$ cat src/rtl/ea_decode.sv
module ea_decode #(
  parameter int RW = 16,
  parameter int NR = 8
) (
  input  logic             clk,
  input  logic             rst_n,
  input  logic             byte_valid,
  input  logic [7:0]       byte_in,
  input  logic [RW*NR-1:0] regs,
  output logic             done,
  output logic [RW-1:0]    ea,
  output logic             seg_ss,
  output logic [2:0]       col,
  output logic             is_reg,
  output logic [2:0]       reg_sel,
  output logic             byte_hi,
  output logic [1:0]       byte_base,
  output logic [1:0]       used_bytes
);
  localparam int IX_BX = 3, IX_BP = 5, IX_SI = 6, IX_DI = 7;

  typedef enum logic [1:0] {ST_OP, ST_LO, ST_HI} st_t;
  st_t st_q, st_d;
  logic [7:0] mrm_q, lo_q;

  logic [7:0]    mb;
  logic [1:0]    md, extra;
  logic [2:0]    rm;
  logic          direct, last, ss_d;
  logic [RW-1:0] base, disp;

  function automatic logic [RW-1:0] rv(input int i);
    return regs[RW*i +: RW];
  endfunction

  assign mb     = (st_q == ST_OP) ? byte_in : mrm_q;
  assign md     = mb[7:6];
  assign rm     = mb[2:0];
  assign direct = (md == 2'b00) && (rm == 3'd6);
  assign extra  = (md == 2'b01) ? 2'd1 : ((md == 2'b10) || direct) ? 2'd2 : 2'd0;
  assign last   = byte_valid && ((st_q == ST_OP && extra == 2'd0) ||
                                 (st_q == ST_LO && extra == 2'd1) ||
                                 (st_q == ST_HI));
  assign disp   = (st_q == ST_HI) ? {byte_in, lo_q} :
                  (st_q == ST_LO) ? {{(RW-8){byte_in[7]}}, byte_in} : '0;

  always_comb begin
    case (rm)
      3'd0:    base = rv(IX_BX) + rv(IX_SI);
      3'd1:    base = rv(IX_BX) + rv(IX_DI);
      3'd2:    base = rv(IX_BP) + rv(IX_SI);
      3'd3:    base = rv(IX_BP) + rv(IX_DI);
      3'd4:    base = rv(IX_SI);
      3'd5:    base = rv(IX_DI);
      3'd6:    base = direct ? '0 : rv(IX_BP);
      default: base = rv(IX_BX);
    endcase
  end

  assign ss_d = (md != 2'b11) && ((rm == 3'd2) || (rm == 3'd3) || (rm == 3'd6 && !direct));

  always_comb begin
    st_d = st_q;
    if (byte_valid) begin
      case (st_q)
        ST_OP:   st_d = (extra == 2'd0) ? ST_OP : ST_LO;
        ST_LO:   st_d = (extra == 2'd1) ? ST_OP : ST_HI;
        default: st_d = ST_OP;
      endcase
    end
  end

  always_ff @(posedge clk) begin
    if (!rst_n) begin
      st_q       <= ST_OP;
      mrm_q      <= '0;
      lo_q       <= '0;
      done       <= 1'b0;
      ea         <= '0;
      seg_ss     <= 1'b0;
      col        <= '0;
      is_reg     <= 1'b0;
      reg_sel    <= '0;
      byte_hi    <= 1'b0;
      byte_base  <= '0;
      used_bytes <= '0;
    end else begin
      st_q <= st_d;
      done <= last;
      if (byte_valid && st_q == ST_OP) mrm_q <= byte_in;
      if (byte_valid && st_q == ST_LO) lo_q  <= byte_in;
      if (last) begin
        is_reg     <= (md == 2'b11);
        ea         <= (md == 2'b11) ? '0 : base + disp;
        seg_ss     <= ss_d;
        col        <= mb[5:3];
        reg_sel    <= rm;
        byte_hi    <= rm[2];
        byte_base  <= rm[1:0];
        used_bytes <= extra + 2'd1;
      end
    end
  end
endmodule

$ cat config.mk
export PLATFORM = sky130hd
export DESIGN_NAME = ea_decode
export DESIGN_NICKNAME = d
export VERILOG_FILES = /design/src/rtl/ea_decode.sv
export SDC_FILE = /design/constraint.sdc
export NUM_CORES = 1
export LEC_CHECK = 0
export BUFFER_PORTS_ARGS = -buffer_cell sky130_fd_sc_hd__buf_2
export CELL_PAD_IN_SITES_DETAIL_PLACEMENT = 1
export CELL_PAD_IN_SITES_GLOBAL_PLACEMENT = 1
export CORE_MARGIN = 5
export CORE_UTILIZATION = 40
export DETAILED_ROUTE_END_ITERATION = 12
export PLACE_DENSITY_LB_ADDON = 0.2
export SLEW_MARGIN = 10
export SYNTH_ARGS = -nofsm -noshare
export SYNTH_HDL_FRONTEND = slang
export SYNTH_SLANG_ARGS = --single-unit
$ cat constraint.sdc
create_clock -name clk -period 10.3 [get_ports clk]
set_input_delay 0 -clock clk [delete_from_list [all_inputs] [get_ports clk]]
set_output_delay 0 -clock clk [all_outputs]
set_load 0.005 [all_outputs]
* Yosys cells after proc, flatten, opt, wreduce, memory -nomap -nowiden
Index checks and enable logic that the tools add are counted.
Storage, ports and cells: flip-flop bits (word level) 48, bits in latches 0, memory bits (writable) 0, memory bits (read-only) 0, bits of input ports 139, output and inout port bits 30, logic and storage cells 60, memories 0
Operators by class: add/subtract/negate cells 6, multipliers 0, divide/modulo/power cells 0, magnitude comparators 0, equality and inequality tests 13, shift-type cells 0, mux-type cells 11, bitwise operators 0, reduce and logical (&&, ||, !) cells 18
Operators by type and width (count):
- $pmux 16 s7 | 1
- $add 16x16->16 | 5
- $mux 16 | 4
- $eq 3x3->1 const B | 3
- $logic_and 1x1->1 | 8
- $mux 8 | 1
- $eq 2x1->1 const B | 3
- $eq 2x2->1 const B | 3
- $eq 3x2->1 const B | 2
- $logic_not 2->1 | 3
- $mux 2 | 3
- $logic_or 1x1->1 | 5
- $pmux 2 s2 | 1
- $eq 3x1->1 const B | 1
- $logic_not 3->1 | 1
- $add 2x1->2 const B | 1
- $ne 2x2->1 const B | 1
- $logic_not 1->1 | 1
- $mux 1 | 1

* Logic depth before layout (Yosys ltp)
depth in word-level cells 12, mapped depth 29, depth with buffers taken out 26

* Worst setup path before layout
Ideal clock, no wire load.
kind register to register, from register st_q[0], to register ea[15], arrival time 5559 ps, required time 10238 ps, slack 4679 ps, stages on the path, launching flop included 29, buffers on the path 2, period minus slack after synthesis 5621 ps, cells stage by stage dfxtp_1 nor2_4 buf_4 mux2i_2 nand2_1 nor2_1 buf_2 mux2_2 ha_1 inv_1 fa_1 nor2b_1 o21ai_1 a21boi_1 o221a_2 nor2_1 xnor2_1 a221oi_1 a21oi_1 ha_1 and3_1 o21ai_0 o211ai_1 a211oi_1 o21bai_1 a21oi_1 xor2_1 or3b_1 nand3_1
Between the ends: cells in the longest elaborated chain, start to end 12, elaborated cells on any way between the ends 32
RTL lines:
- start: declaration | line 23 | st_t st_q, st_d;
- start signal: assignment | line 88 | st_q <= st_d;
- branches (longest 12 deep; another with $add 16x16->16)
- end signal: assignment | line 94 | ea <= (md == 2'b11) ? '0 : base + disp;
- end: declaration | line 11 | output logic [RW-1:0] ea,
Parallel ways; which one is timed is not known. A chain may end at the register's enable or synchronous reset.

* Worst setup path after layout
from register st_q[0], to register ea[14]
The elaborated chain is that of the path after synthesis.

==> results.tsv <==
stage	metric	value	unit
run_status	status	finished, final reports clean	
synth	yosysMostFrequentCell	nand2_1	
layout	multi_input_area	4010	µm²
worst_setup_path	end_kind	flop	
global_route	antenna_found_initial	0	
cts	cts_buffers	5	
route	drc	0	
power	p_int	0.476	mW
layout	largest_register_ffs	16	
layout	final_cell_area	5950	µm²
layout	nFillCells	1621	
placed_design	place_hpwl	14300	µm
sta	slew-limit-headroom	32.6	%
synth	yosysTopAreaCellShare	17.5	%
global_route	use_met1	30.1	%
power	vdd_drop_max	55.9	µV
hold_path	hp-class	in2reg	
layout	reg_top3	ea (16), lo_q (8), mrm_q (8)	
synth	yosysWarningCount	0	
synth	syn_nets	848	
worst_setup_path	max_stage_delay	0.56	ns
global_route	use_met2	43.2	%
cts	cts_sinks	45	
global_route	grt_pass1_wl	28800	µm
synth	synth-edff-count	0	
route	drtIter0Drc	342	
sta	skew	0.00330	ns
layout	seqCellArea	901	µm²
hold_path	hp-start	byte_in[4]	
sta	rsz0062_at_grt	no	
worst_setup_path	start_kind	flop	
cts	htreeDepth	2	
route	wire_per_inst	19.8	µm
worst_setup_path	cp_slowest_cell	nor2_4	
route	drt-vias-per-instance	5.90	
global_route	busiest_layer	met2	
cts	clk_latency	0.29	ns
sta	finalCriticalPeriod	6.94	ns
synth	yosys-top-cells-count	nand2_1 (78), ha_1 (47), dfxtp_1 (45)	
global_route	met3_usage	3.06	%
route	wl	18100	µm
power	combPwrFrac	51.5	%
cts	postCtsHoldBufs	0	
cts	clk_pin_slew_worst_paths	0.06	ns
layout	area_growth	15.8	%
cts	root_buffer	clkbuf_16	
cts	post_cts_buffers	0	
route	vias	5402	
sta	tightestPinTransition	1.01	ns
placed_design	dpl_cell_area	5780	µm²
synth	yosysSeqAreaShare	17.5	%
run	maxCapViolations	0	
power	pwr-share-clk	23.5	%
cts	cts_tree	done	
placed_design	io_buffers	104	
floorplanning	dieArea	15200	µm²
layout	antennaDiodeCount	0	
layout	fin_nets	931	
placed_design	place_congestion	0.883	
synth	synth_top_cell_by_area	dfxtp_1	
worst_setup_path	r2r-start	st_q[0]$_SDFFE_PN0P_	
global_route	grt_max_degree	47	
sta	setup_viol	0	
floorplanning	core	12600	µm²
power	p_sw	0.319	mW
cts	cts_resized	0	
route	first_pass_iters	5	
floorplanning	io_pins	169	
global_route	grt_usage	23.9	%
layout	regMostFlops	ea	
synth	synth.ff_latch_count	45	
global_route	first_global_vias	5697	
layout	drive_gt1_share	21.9	%
sta	fmax	144	MHz
worst_setup_path	cp.arrival	7.15	ns
worst_setup_path	crit_path_max_fanout	21	
sta	final.period_utilization	67.4	%
synth	netlist-cell-type-count	70	
floorplanning	rows	41	
power	p_leak	2.68	nW
power	pwr-share-seq	25.0	%
synth	synth.avg_cell_area	7.79	µm²
route	ant_nets	0	
worst_setup_path	criticalPathCategory	reg2reg	
sta	setup_tns	0	ns
cts	cts_buffer_depth	2	
synth	ys_top_cells_by_area	dfxtp_1 (18%), ha_1 (11%), mux2_2 (7.0%)	
floorplanning	die_w	123	µm
synth	ys.flop_type	dfxtp_1	
worst_setup_path	required	10.51	ns
global_route	globalRouteOverflowTotal	0	
power	swShare	40.1	%
floorplanning	die_h	123	µm
synth	synth.cell_area	5130	µm²
worst_setup_path	cp-startpoint	st_q[0]$_SDFFE_PN0P_	
sta	hold_violations	0	
synth	async_reset_ff_share	0	%
floorplanning	initial_core_util	40.7	%
synth	synthCells	659	
power	p_per_area	134	nW/µm²
sta	drv_slew	0	
-- cell type report --
| class | instances | area share, % |
|---|---|---|
| clock buffer | 6 | 2.17 |
| clock inverter | 2 | 0.652 |
| inverter | 18 | 1.14 |
| multi-input combinational | 559 | 67.4 |
| sequential | 45 | 15.2 |
| tap | 172 | 3.62 |
| timing repair buffer | 113 | 9.89 |
-- stage by stage --
stage / hold slack, ns / std cells / util (%) / total power [mW] / setup WS [ns]
floorplan: 0.145 / 659 / - / 0.483 / 4.68
finish: 0.0331 / 915 / 47.1 / 0.795 / 3.36
detailed placement: 0.335 / 907 / 45.8 / 0.606 / 3.44
global placement: 0.327 / 907 / 45.8 / 0.591 / 3.65
global route: 0.0476 / 915 / 47.1 / 0.847 / 2.78
CTS: 0.0278 / 915 / 47.1 / 0.795 / 3.38
-- worst max-delay path, delay by kind of cell (launching register included) --
kind | cells | cell delay [ns]
and+or+nand+nor | 7 | 1.77
buffers and inverters | 3 | 0.60
AOI/OAI and AO/OA | 8 | 2.20
muxes | 2 | 0.45
xor gates and xnor gates | 2 | 0.39
adders and majority gates | 3 | 0.99
DFF | 1 | 0.44
-- power groups by stage --
| stage | combinational (mW) | clock, mW | sequential, mW |
|---|---|---|---|
| floorplan | 0.282 | 0 | 0.201 |
| global placement | 0.389 | 0 | 0.201 |
| detailed placement | 0.403 | 0 | 0.202 |
| CTS | 0.407 | 0.190 | 0.199 |
| global route | 0.451 | 0.196 | 0.201 |
| finish | 0.409 | 0.187 | 0.199 |
-- layout by cell type (no fill, tap or decap), types with 4 or more instances in the layout --
master / Yosys / final
a21boi_0: 26 / 26
nor2b_1: 17 / 17
a211oi_1: 8 / 8
a22oi_1: 8 / 8
a21o_1: 17 / 17
nor3_1: 8 / 8
and2_1: 8 / 8
a31oi_1: 6 / 6
o21a_1: 12 / 12
and3_1: 4 / 4
a22o_1: 8 / 8
o211ai_1: 6 / 6
a221oi_1: 9 / 9
xor2_1: 15 / 15
o21bai_1: 8 / 8
o211a_1: 7 / 7
dfxtp_1: 45 / 45
mux2_2: 32 / 32
o21ai_0: 35 / 35
nand2_1: 78 / 78
xnor2_1: 25 / 25
buf_4: 4 / 9
o221ai_1: 4 / 4
a21oi_1: 43 / 43
ha_1: 47 / 47
clkbuf_16: 0 / 5
nor2_1: 43 / 43
buf_2: 5 / 104
nand3_1: 26 / 26
inv_1: 18 / 18
-- cells by family after synthesis --
group | Yosys count | synth area share [%]
AOI/OAI and AO/OA | 231 | 31.7
xor gates and xnor gates | 40 | 6.82
adders and majority gates | 50 | 12.6
buffers and inverters | 55 | 4.43
DFF | 45 | 17.5
muxes | 39 | 9.06
and+or+nand+nor | 199 | 17.8
-- path summary, 6_finish.rpt --
path / endpoint / slack (ns) / cells after the start
worst max-delay path: ea[14]$_SDFFE_PN0P_ / 3.36 / 25
worst min register to register: ea[4]$_SDFFE_PN0P_ / 0.47 / 2
worst max register to register: ea[14]$_SDFFE_PN0P_ / 3.36 / 25
worst min-delay path: mrm_q[4]$_SDFFE_PN0P_ / 0.03 / 3
-- routing by layer --
layer  wire, µm  up-vias
met2       9080      121
met4        235        0
met3        813       17
met5          0        -
li1           -     2590
met1       8010     2674
No activity file was read; power rests on OpenSTA's default activity.
